File: src/rtl/audio_tx_ctrl.sv
module audio_tx_ctrl #(
  parameter int SW = 24,
  parameter int FRAMES = 192,
  parameter int FPB = 8,
  parameter int HEAD_BYTES = 4,
  parameter int TAIL_BYTES = 2
) (
  input  logic          clk,
  input  logic          rst_n,
  input  logic [1:0]    addr,
  input  logic [7:0]    wdata,
  input  logic          wr_en,
  input  logic          rd_en,
  output logic [7:0]    rdata,
  input  logic          frame_stb,
  input  logic [SW-1:0] sample_in,
  output logic [SW-1:0] sample_out,
  output logic          irq,
  output logic          drv_en,
  output logic [1:0]    clk_ratio,
  output logic          validity,
  output logic [1:0]    buf_mode,
  output logic          crc_en
);
  localparam int CW = $clog2(FRAMES);
  localparam int HEAD_END = HEAD_BYTES * FPB;
  localparam int HALF_START = FRAMES / 2;
  localparam int TAIL_START = FRAMES - TAIL_BYTES * FPB;

  logic [CW-1:0] frame_cnt;
  logic [2:0]    mask;
  logic [7:0]    ctl2;
  logic [2:0]    flags;
  logic [7:0]    rd_mux;

  wire wr_c1 = wr_en && (addr == 2'd1);
  wire wr_c2 = wr_en && (addr == 2'd2);

  assign flags[2] = frame_cnt < CW'(HEAD_END);
  assign flags[1] = frame_cnt >= CW'(HALF_START);
  assign flags[0] = frame_cnt >= CW'(TAIL_START);

  always_comb begin
    case (addr)
      2'd0:    rd_mux = {5'b0, flags};
      2'd1:    rd_mux = {5'b0, mask};
      2'd2:    rd_mux = ctl2;
      default: rd_mux = 8'h00;
    endcase
  end

  always_ff @(posedge clk or negedge rst_n) begin
    if (!rst_n) begin
      frame_cnt <= '0;
      mask      <= '0;
      ctl2      <= '0;
      rdata     <= '0;
    end else begin
      if (wr_c1) mask <= wdata[2:0];
      if (wr_c2) ctl2 <= wdata;
      if (!ctl2[0])
        frame_cnt <= '0;
      else if (wr_c1 && wdata[7])
        frame_cnt <= '0;
      else if (frame_stb)
        frame_cnt <= (frame_cnt == CW'(FRAMES - 1)) ? '0 : frame_cnt + CW'(1);
      if (rd_en) rdata <= rd_mux;
    end
  end

  assign irq        = |(flags & mask);
  assign clk_ratio  = ctl2[7:6];
  assign validity   = ctl2[5];
  assign buf_mode   = ctl2[4:3];
  assign crc_en     = ctl2[2];
  assign sample_out = ctl2[1] ? sample_in : '0;
  assign drv_en     = ctl2[0];
endmodule

File: config.mk
export PLATFORM = sky130hd
export DESIGN_NAME = audio_tx_ctrl
export DESIGN_NICKNAME = d
export VERILOG_FILES = /design/src/rtl/audio_tx_ctrl.sv
export SDC_FILE = /design/constraint.sdc
export NUM_CORES = 1
export LEC_CHECK = 0
export BUFFER_PORTS_ARGS = -buffer_cell sky130_fd_sc_hd__buf_2
export CELL_PAD_IN_SITES_DETAIL_PLACEMENT = 0
export CELL_PAD_IN_SITES_GLOBAL_PLACEMENT = 2
export CORE_ASPECT_RATIO = 1.1
export CORE_MARGIN = 10
export CORE_UTILIZATION = 25
export DETAILED_ROUTE_END_ITERATION = 7
export PLACE_DENSITY = 0.83
export SETUP_SLACK_MARGIN = 0.5
export SLEW_MARGIN = 40
export SYNTH_ARGS = -nofsm -noshare
export SYNTH_HDL_FRONTEND = slang
export SYNTH_SLANG_ARGS = --single-unit
File: constraint.sdc
create_clock -name clk -period 1.6 [get_ports clk]
set_input_delay 0.16 -clock clk [delete_from_list [all_inputs] [get_ports clk]]
set_output_delay 0.16 -clock clk [all_outputs]
set_load 0.01 [all_outputs]
* Word-level counts from Yosys, hierarchy flattened *
Cells that the tools add are included.

storage, ports and cells
  bits of input ports = 39
  word-level logic and storage cells = 24
  flip-flop bits (word level) = 27

cells by class
  bitwise operators = 1
  mux-type cells = 6
  add/sub/neg operators = 1
  equality and inequality tests = 4
  order comparisons = 3
  reduce and logical (&&, ||, !) cells = 5

operators with widths
  operator                                                                count
  8-bit two-way mux                                                       4
  24-bit two-way mux                                                      1
  8-bit case mux with 3 select lines                                      1
  8-bit by 1-bit adder with 8-bit output (second input constant)          1
  8-bit == test (second input constant)                                   1
  8-bit by 7-bit >= comparator with 1-bit output (second input constant)  1
  8-bit >= comparator (second input constant)                             1
  8-bit by 6-bit < comparator with 1-bit output (second input constant)   1
  3-bit bitwise AND                                                       1
  1-bit logical AND                                                       3
  3-bit by 2-bit != test with 1-bit output (second input constant)        1
  3-bit OR reduction                                                      1
  2-bit by 1-bit == test with 1-bit output (second input constant)        1
  2-bit == test (second input constant)                                   1
  2-bit zero test                                                         1

* Logic depth before layout (Yosys ltp) *
Gate-level depths: netlist of run 1.

  depth in word-level cells = 5
  mapped depth = 5
  mapped depth without buffers = 5

* Worst setup path before layout of run 1 *
No wires, ideal clock.

  path type = reg-to-reg
  start = reg frame_cnt[1]
  end = reg frame_cnt[6]
  period minus slack after synthesis = 1366 ps
  path buffers = 0
  path slack = 234 ps
  stages on the path, launching flop included = 6
  data required time = 1522 ps
  arrival time = 1288 ps
  cell sequence = dfrtp_1 ha_1 and3_4 nand2_1 or4_1 a21oi_1

on the way
  cells in the longest elaborated chain, start to end = 5
  elaborated cells on any way between the ends = 6

ends and longest elaborated chain
  item                                                                            RTL line  RTL
  start, declared                                                                 30        logic [CW-1:0] frame_cnt;
  start signal, assigned                                                          66        frame_cnt <= (frame_cnt == CW'(FRAMES - 1)) ? '0 : frame_cnt + CW'(1);
  8-bit by 1-bit adder with 8-bit output / 8-bit == test (equally long branches)  66
  8-bit two-way mux *                                                             66
  8-bit two-way mux *                                                             65        else if (frame_stb)
  8-bit two-way mux *                                                             63        else if (wr_c1 && wdata[7])
  8-bit two-way mux *                                                             61        if (!ctl2[0])

Every way passes the cells marked *; elsewhere a longest branch is shown, timed or not. The select of a mux whose other input is x is not followed.
A chain may end at the register's enable or synchronous reset.

* Worst setup path in the final report of run 1 *
  start = reg frame_cnt[5]
  end = out irq

on the way
  cells in the longest elaborated chain, start to end = 3
  elaborated cells on any way between the ends = 5

ends and longest elaborated chain
  item                                         RTL line  RTL
  8-bit >= comparator (tied with other cells)  41        assign flags[0] = frame_cnt >= CW'(TAIL_START);
  3-bit bitwise AND *                          71        assign irq = |(flags & mask);
  3-bit OR reduction *                         71
  end, declared                                18        output logic irq,

Every way passes the cells marked *; elsewhere a longest branch is shown, timed or not.

==> metrics.txt, run 1 <==
CP Cell Sequence=a21o_1 -> a221o_1 -> buf_6; total negative setup slack=0 ns; Worst-path clk slew=0.10 ns; initial antenna violation count=0; register area share after synthesis=between 40% and 50%; post-synthesis cell area=between 1500 and 2000 µm²; Final nets=285; combinational family with the most area after synthesis=simple AND/OR/NAND/NOR gates; Worst Setup SP=frame_cnt[5]; Post-synth ARST share=100.0%; largest net degree at the start of global routing=28; R2R Path Start=frame_cnt[5]; commonest non-fill, non-tap cell in the layout=buf_2; global route overflow=0; crit path DAT=1.36 ns; maximum VDD drop=367.1 µV; CP startpoint kind=register; final hold violations=0; hold_ws=roughly 0.11 ns; cells after synthesis=149; Compound-Gate Fraction of Synth Area=9.967%; cell family with most CP delay=compound AO/OA/AOI/OAI gates; die height=~100 µm; RSZ-0062 raised after global routing=true; TritonCTS Buffers=3; CP Class=reg -> out; Final HPWL DP=3.403 mm; clk buf depth=2; total global-route track usage=8.607%; Period minus WS final=1.524 ns; number of max-cap violations=0; die area=9535 µm²; Worst Tran Pin Value=approximately 0.6 ns; syn_nets=190; clk_lat worst skew=0.27 ns; ANT cells=0; Clock Skew=between 0.007 and 0.008 ns; LEAKAGE=1.195 nW; DR WL/cell=15.18 µm; Placement Cell Area=1929 µm²; largest area contributor in the netlist=dfrtp_1; Synth Area in Simple Gates=23.75%; pwr dens=820.1 nW/µm²; Yosys warning count=0; post-layout util=41.98%; commonest non-fill, non-tap cells in the layout=buf_2 (56), buf_6 (32), dfrtp_1 (23); placed cells=approximately 290; row count=29; Syn Area/Cell=10.11 µm²; EDFF count, synth=0; Worst path slowest cell=dfrtp_2; top_reg_cell synth=dfrtp_1; top post-synthesis cells by area=dfrtp_1 (45%), and2_1 (10%), mux2_2 (8.2%); area share of the largest cell type after synthesis=44.85%; adder-cell share of the synthesized area=roughly 1.7%; Worst Hold Launch=wdata[3]; Pre-antenna DRT Iters=4; non-filler cells, final=320; clk root buf=clkbuf_8; Post-Synth XOR/XNOR Area=2.326%; Final setup viols=0; DRT iter0 DRCs=68; routed vias=approximately 1.4k; Synth cell types=35; outcome=complete, no violations; HP Class=in -> reg; Total Wirelength=4.856 mm; global-route wire length before repair=6.713 mm; Slew Viols, Final=0; #FFs+latches synth=27; core area=5806 µm²; Req. time, crit path=1.44 ns; Ports=79; clock sinks=27; Die W=roughly 94 µm; Crit Path Max Fanout=4; CP bufs+invs=1; mux contribution to synthesized area=10.22%; DRC=0; Max Fclk=0.6563 GHz; final cycle utilization of the critical path=a little over nine tenths; slew margin rel.=59.84%; max incr delay on CP=approximately 0.44 ns; CP endpoint kind=output port; Syn-to-layout area delta=61.79%; H-tree levels=1; layout cells sized above 1=65.84%; I/O Buffers=roughly 80; Routed Antenna Nets=0; vias in the first global route=~1.4k; CTS tree=done; Initial Utilization=25.95%; GP Congestion=0.7796; vias per cell=4.413; Final Cell Area=2437 µm²
==> sequential cells by signal (all words and copies together) (netlist names) <==
name       flops
ctl2           8
frame_cnt      8
rdata          8
mask           3
==> cell usage after synthesis (2+ instances only) <==
cell      number
ha_1           2
nor2_1         7
and2_1        24
a21oi_1        8
nand3_1        8
mux2i_1        3
dfrtp_1       27
nand2_1        4
nand4_1        3
o21ai_0        7
mux2_2        11
a31o_2         2
inv_1         10
clkbuf_1       4
buf_4          6
xor2_1         3
nor3_1         2
==> layout make-up <==
type	instances	area (µm²)
Timing Repair Buffer	101	740.7
Fill cell	561	3368
Sequential cell	27	680.7
Multi-Input combinational cell	101	833.3
Inverter	10	37.54
Tap cell	77	96.34
Clock inverter	1	7.507
Clock buffer	3	41.29
==> routing by layer <==
layer,vias to the layer above,global-route usage [%],wire length (µm)
met1,660,9.740,2026
met4,0,3.158,47
met3,2,3.328,459
li1,687,-,-
met2,63,14.37,2322
met5,-,0,0
==> cells by family after synthesis <==
logic type	count (synthesis)
simple gates	58
flops	27
compound gates	23
buf+inv	21
mux	14
xor+xnor	4
fa+ha+maj	2
==> worst paths after layout <==
check	endpoint	slack, ns	cells past startpoint
worst max-delay path	irq	0.08	3
min in group asynchronous	mask[2]	0.43	2
worst max register to register	frame_cnt[6]	0.12	6
max in group asynchronous	frame_cnt[5]	0.74	2
worst min-delay path	ctl2[3]	0.11	2
worst min register to register	rdata[4]	0.52	2
==> power by group <==
group | switching [W] | internal (W)
sequential | 0.0000693 | 0.000764
combinational | 0.000322 | 0.000455
clock | 0.000212 | 0.000176
==> per-stage QoR <==
| step | power, W | setup slack [ns] |
|---|---|---|
| CTS | 0.001828 | 0.04800 |
| global placement | 0.001354 | 0.1888 |
| finish | 0.001999 | 0.07639 |
| detailed placement | 0.001356 | 0.1480 |
| global route | 0.002115 | 0.006412 |
| floorplan | 0.001138 | 0.2340 |
==> repair_timing <==
item                                    CTS  global route
hold buffers                              1             0
endpoints found under the setup margin   33            36
endpoints found under the hold margin    27             0
setup buffers                            12             7
pin swaps                                 6            12
cloned                                    0             2
resized for setup                        14            64
No activity file was read; power rests on OpenSTA's default activity.
==> run 2, diff against run 1 <==
- CELL_PAD_IN_SITES_DETAIL_PLACEMENT: 0 -> 2
==> run 2 against run 1 <==
Compared with the run above:
- fmax decreased by 1.9%
- count of clock-buffer cells in the layout stayed put
- critical endpoint unchanged
- power increased by 2.6%
- largest power group unchanged
- critical path type unchanged
==> metrics.txt, run 2 (same netlist as run 1, synthesis figures left out) <==
outcome=complete, no violations; Worst Tran Pin Value=0.6309 ns (+0.02848 ns); I/O Buffers=78 (unchanged); total global-route track usage=10.46% (+1.9 points); global-route wire length before repair=8.066 mm (+20%); Total Power=0.002051 W (+2.6%); CP bufs+invs=1 (unchanged); Switching Fraction=31.73% (+1.5 points); routed vias=1445 (+2.3%); CP endpoint kind=output port; CP Class=reg -> out; Final WS setup=0.04676 ns (-0.02963 ns); register share of total power=40.7% (-1.0 points); commonest non-fill, non-tap cells in the layout=buf_2 (55), buf_6 (33), and2_4 (23); clk root buf=clkbuf_8; pwr dens=850.6 nW/µm² (+3.7%); Die W=94.02 µm (unchanged); final hold violations=0 (unchanged); Final setup viols=0 (unchanged); layout cells sized above 1=66.10% (+0.26 points); Syn-to-layout area delta=60.05%; row count=29 (unchanged); Period minus WS final=1.553 ns (+0.02963 ns); H-tree levels=1 (unchanged); clk buf depth=2 (unchanged); Clock power frac=19.4% (about the same); total negative setup slack=0 ns (unchanged); Largest regs=ctl2 (8), frame_cnt (8), rdata (8); Fillers=647 (+15%); die height=101.4 µm (unchanged); Comb power frac=39.8% (+0.9 points); commonest non-fill, non-tap cell in the layout=buf_2; Worst path slowest cell=dfrtp_2; LEAKAGE=1.166 nW (-2.4%); slew margin rel.=57.94% (-1.9 points); maximum VDD drop=396.0 µV (+7.9%); hold_ws=0.1101 ns (-0.0003700 ns); crit path DAT=1.39 ns (+0.03 ns); ANT cells=0 (unchanged); placed cells=294 (unchanged); RSZ-0062 raised after global routing=true; clock sinks=27 (unchanged); cell family with most CP delay=compound AO/OA/AOI/OAI gates; Req. time, crit path=1.44 ns (about the same); vias per cell=4.617 (+4.6%); CP Cell Sequence=a21o_1 -> a221o_1 -> buf_2; CTS tree=done; Clock Skew=0.003426 ns (-0.004416 ns); Worst-path clk slew=0.10 ns (about the same); DR WL/cell=18.90 µm (+25%); non-filler cells, final=313 (-2.2%); Initial Utilization=25.95% (unchanged); Slew Viols, Final=0 (unchanged); core area=5806 µm² (unchanged); clk_lat worst skew=0.27 ns (about the same); GP Congestion=0.7796 (unchanged); Net Sw Power=0.0006508 W (+7.8%); Routed Antenna Nets=0 (unchanged); vias in the first global route=1534 (+13%); TritonCTS Buffers=3 (unchanged); Max Fclk=0.6438 GHz (-1.9%); largest net degree at the start of global routing=28 (unchanged); number of max-cap violations=0 (unchanged); internal power=0.001400 W (+0.35%); final cycle utilization of the critical path=97.08% (+1.9 points); Total Wirelength=5.917 mm (+22%); DRC=0 (unchanged); CP startpoint kind=register; Crit Path Max Fanout=4 (unchanged); initial antenna violation count=0 (unchanged); Final HPWL DP=3.987 mm (+17%); Placement Setup Slack=0.1246 ns (-0.02341 ns); die area=9535 µm² (unchanged); Ports=79 (unchanged); Pre-antenna DRT Iters=4 (unchanged); max incr delay on CP=0.45 ns (about the same); Final nets=278 (-2.5%); HP Class=in -> reg; global route overflow=0 (unchanged); DRT iter0 DRCs=37 (-46%)
-- run 2: cell count changes in the layout (fill, tap and decap cells not counted), sizes merged --
cell / change
buf: -7
-- run 2: stage by stage --
step	cell area, µm²	utilization [%]
finish	2411	41.53
global route	2411	41.53
CTS	2175	37.46
detailed placement	1929	33.23
global placement	1929	33.23
floorplan	1510	-
-- run 2: per-layer routing --
layer / vias up / part of all wire (%) / track usage [%]
met2: 63 / 48 / 18.15
met4: 0 / 0.91 / 3.509
met3: 2 / 9.4 / 3.328
met1: 708 / 42 / 11.83
met5: - / 0 / 0
li1: 672 / - / -
-- run 2: timing repair --
| item | CTS | global route |
|---|---|---|
| gates cloned | 1 | 1 |
| pin swaps | 6 | 1 |
| hold endpoints to repair | 27 | 0 |
| resized for setup | 24 | 59 |
| setup buffers | 11 | 1 |
| hold buffers | 1 | 0 |
| endpoints found under the setup margin | 33 | 37 |
-- run 2: power by group through the flow --
stage | Clock [W] | Combinational [W] | Sequential, W
5_1_grt | 0.000438 | 0.000881 | 0.000848
6_report | 0.000399 | 0.000816 | 0.000836
4_1_cts | 0.000414 | 0.000644 | 0.000832
2_1_floorplan | 0 | 0.000293 | 0.000844
3_3_place_gp | 0 | 0.000498 | 0.000856
3_5_place_dp | 0 | 0.000512 | 0.000862
-- run 2: worst paths after layout --
check	startpoint	to	slack, ns	cells past startpoint
max	frame_cnt[5]	irq	0.05	3
min	wdata[4]	ctl2[4]	0.11	2
max reg2reg	frame_cnt[0]	frame_cnt[6]	0.14	5
min reg2reg	rdata[4]	rdata[4]	0.53	2
max in group asynchronous	rst_n	ctl2[1]	0.72	2
min in group asynchronous	rst_n	frame_cnt[1]	0.43	2
-- run 2: worst reg2reg max path, delay by kind of cell (launching register included) --
family	cells	cell delay [ns]
AO/OA/AOI/OAI	1	0.13
AND/OR/NAND/NOR	3	0.68
flip-flops	1	0.38
adder cells (fa/ha/maj)	1	0.20
-- run 2: final cells by class --
type / instances / area (µm²) / area share [%]
flip-flops and latches: 27 / 684.4 / 28.39
inverters: 10 / 37.54 / 1.557
clock buffers: 3 / 41.29 / 1.713
repair buffers: 94 / 694.4 / 28.80
multi-input cells: 101 / 849.6 / 35.24
well taps: 77 / 96.34 / 3.996
clock inverters: 1 / 7.507 / 0.3114
==> run 3, diff against run 2 <==
- CORE_UTILIZATION: 25 -> 27
- PLACE_DENSITY: 0.83 -> 0.89
- clock period: 1.6 -> 1.95 ns (I/O delays scaled with it)
==> run 3 against run 2 <==
Compared with the run above:
- global-route usage up 1.1 points
- die area decreased by 5.9%
- final cell count shrank 3.2%
- clock skew down 0.0012 ns
- sequential share of layout area increased by 4.1 points
- largest cell class unchanged
- largest power group unchanged
==> metrics.txt, run 3 (same netlist as run 1, synthesis figures left out) <==
outcome=complete, no violations; Final WS setup=0.3285 ns (+0.2817 ns); R2R Path Start=frame_cnt[0]; die height=98.34 µm (-3.0%); Total Wirelength=5.370 mm (-9.2%); Clock Skew=0.002191 ns (-0.001235 ns); maximum VDD drop=415.9 µV (+5.0%); layout cells sized above 1=52.19% (-14 points); Routed Antenna Nets=0 (unchanged); Ports=79 (unchanged); Die W=91.22 µm (-3.0%); placed cells=291 (-1.0%); Max Fclk=0.6167 GHz; number of max-cap violations=0 (unchanged); Hold Crit Depth=2 (unchanged); CP Class=reg -> out; largest net degree at the start of global routing=28 (unchanged); Placement Cell Area=1919 µm² (-0.52%); Crit Path Max Fanout=5 (+1); met2 Resource Use GR=20.12% (+2.0 points); clock sinks=27 (unchanged); commonest non-fill, non-tap cells in the layout=buf_2 (78), and2_1 (24), dfrtp_1 (23); Req. time, crit path=1.75 ns (+0.31 ns); final cycle utilization of the critical path=83.16%; Pre-antenna DRT Iters=5 (+1); layer with the highest usage=met2; CP startpoint kind=register; Largest regs=ctl2 (8), frame_cnt (8), rdata (8); DR WL/cell=17.72 µm (-6.2%); initial antenna violation count=0 (unchanged); DRC=0 (unchanged); H-tree levels=1 (unchanged); Final setup viols=0 (unchanged); worst r2r dst=frame_cnt[7]; Worst Setup SP=frame_cnt[5]; Period minus WS final=1.622 ns; clk root buf=clkbuf_8; GRT met1 Usage=13.16% (+1.3 points); clk_lat worst skew=0.28 ns (about the same); Initial Utilization=27.92% (+2.0 points); clk buf depth=2 (unchanged); total global-route track usage=11.59% (+1.1 points); crit path DAT=1.43 ns (+0.04 ns); Worst-path clk slew=0.10 ns (about the same); Final HPWL DP=4.109 mm (+3.0%); final hold violations=0 (unchanged); routed vias=1425 (-1.4%); slew margin rel.=58.05% (+0.11 points); die area=8971 µm² (-5.9%); commonest non-fill, non-tap cell in the layout=buf_2; Final Cell Area=2102 µm² (-13%); Total Power=0.001459 W (-29%); total negative setup slack=0 ns (unchanged); Worst Tran Pin Value=0.6293 ns (-0.001654 ns); ANT cells=0 (unchanged); Placement Setup Slack=0.4774 ns (+0.3529 ns); row count=28 (-3.4%); routing usage on met3=3.752% (+0.42 points); RSZ-0062 raised after global routing=true; CP endpoint kind=output port; Slew Viols, Final=0 (unchanged); r2r worst-path depth=5 (unchanged); I/O Buffers=78 (unchanged); global route overflow=0 (unchanged); Fillers=634 (-2.0%); register area=683.2 µm² (-0.18%); Syn-to-layout area delta=39.54%; Hold Crit Endpoint=ctl2[5]; Final nets=270 (-2.9%); HP Class=in -> reg; Reg2Reg Setup Slack=0.44 ns (+0.30 ns); LEAKAGE=1.060 nW (-9.0%); vias in the first global route=1607 (+4.8%); vias per cell=4.703 (+1.9%); CTS tree=done; area of the multi-input gates=785.8 µm² (-7.5%); DRT iter0 DRCs=19 (-49%); global-route wire length before repair=8.514 mm (+5.6%); Worst Hold Launch=wdata[5]; pwr dens=694.2 nW/µm² (-18%); TritonCTS Buffers=3 (unchanged); GP Congestion=0.7600 (-2.5%); non-filler cells, final=303 (-3.2%); core area=5395 µm² (-7.1%)
[run 3: area by class of cell]
class | instances | share of cell area, %
clock buffers | 3 | 1.964
multi-input cells | 101 | 37.38
flip-flops and latches | 27 | 32.50
inverters | 10 | 1.786
well taps | 75 | 4.464
repair buffers | 86 | 21.55
clock inverters | 1 | 0.3571
[run 3: worst max-delay path by stage]
stage	depth (start not counted)	to
2_1_floorplan	5	frame_cnt[6]
3_3_place_gp	5	frame_cnt[6]
3_5_place_dp	5	frame_cnt[6]
4_1_cts	3	irq
5_1_grt	3	irq
6_report	3	irq
[run 3: per-layer routing]
| layer | routed length (µm) | vias up | share of wire [%] |
|---|---|---|---|
| met4 | 43 | 0 | 0.80 |
| met1 | 2310 | 697 | 43 |
| met5 | 0 | - | 0 |
| met2 | 2640 | 69 | 49 |
| met3 | 376 | 2 | 7.0 |
| li1 | - | 657 | - |
[run 3: critical path, stage by stage (launching register included)]
cell and delay [ns]:
dfrtp_2 0.46, a21o_1 0.21, a221o_1 0.33, buf_2 0.15
[run 3: report_power, final]
part           switching [W]  internal [W]
logic               0.000220      0.000206
clock network       0.000188      0.000145
registers          0.0000719      0.000628
[run 3: stage by stage]
stage	util (%)	hold slack, ns
detailed placement	35.58	0.2562
global placement	35.58	0.2505
floorplan	-	-0.1006
finish	38.96	0.1457
global route	38.96	0.1394
CTS	37.73	0.1477
[run 3: repair_timing]
item	in CTS	in global routing
setup endpoints to repair	26	5
gates resized for setup	6	10
hold endpoints to repair	27	0
pin swaps	2	3
setup buffers	5	2
hold buffers	1	0
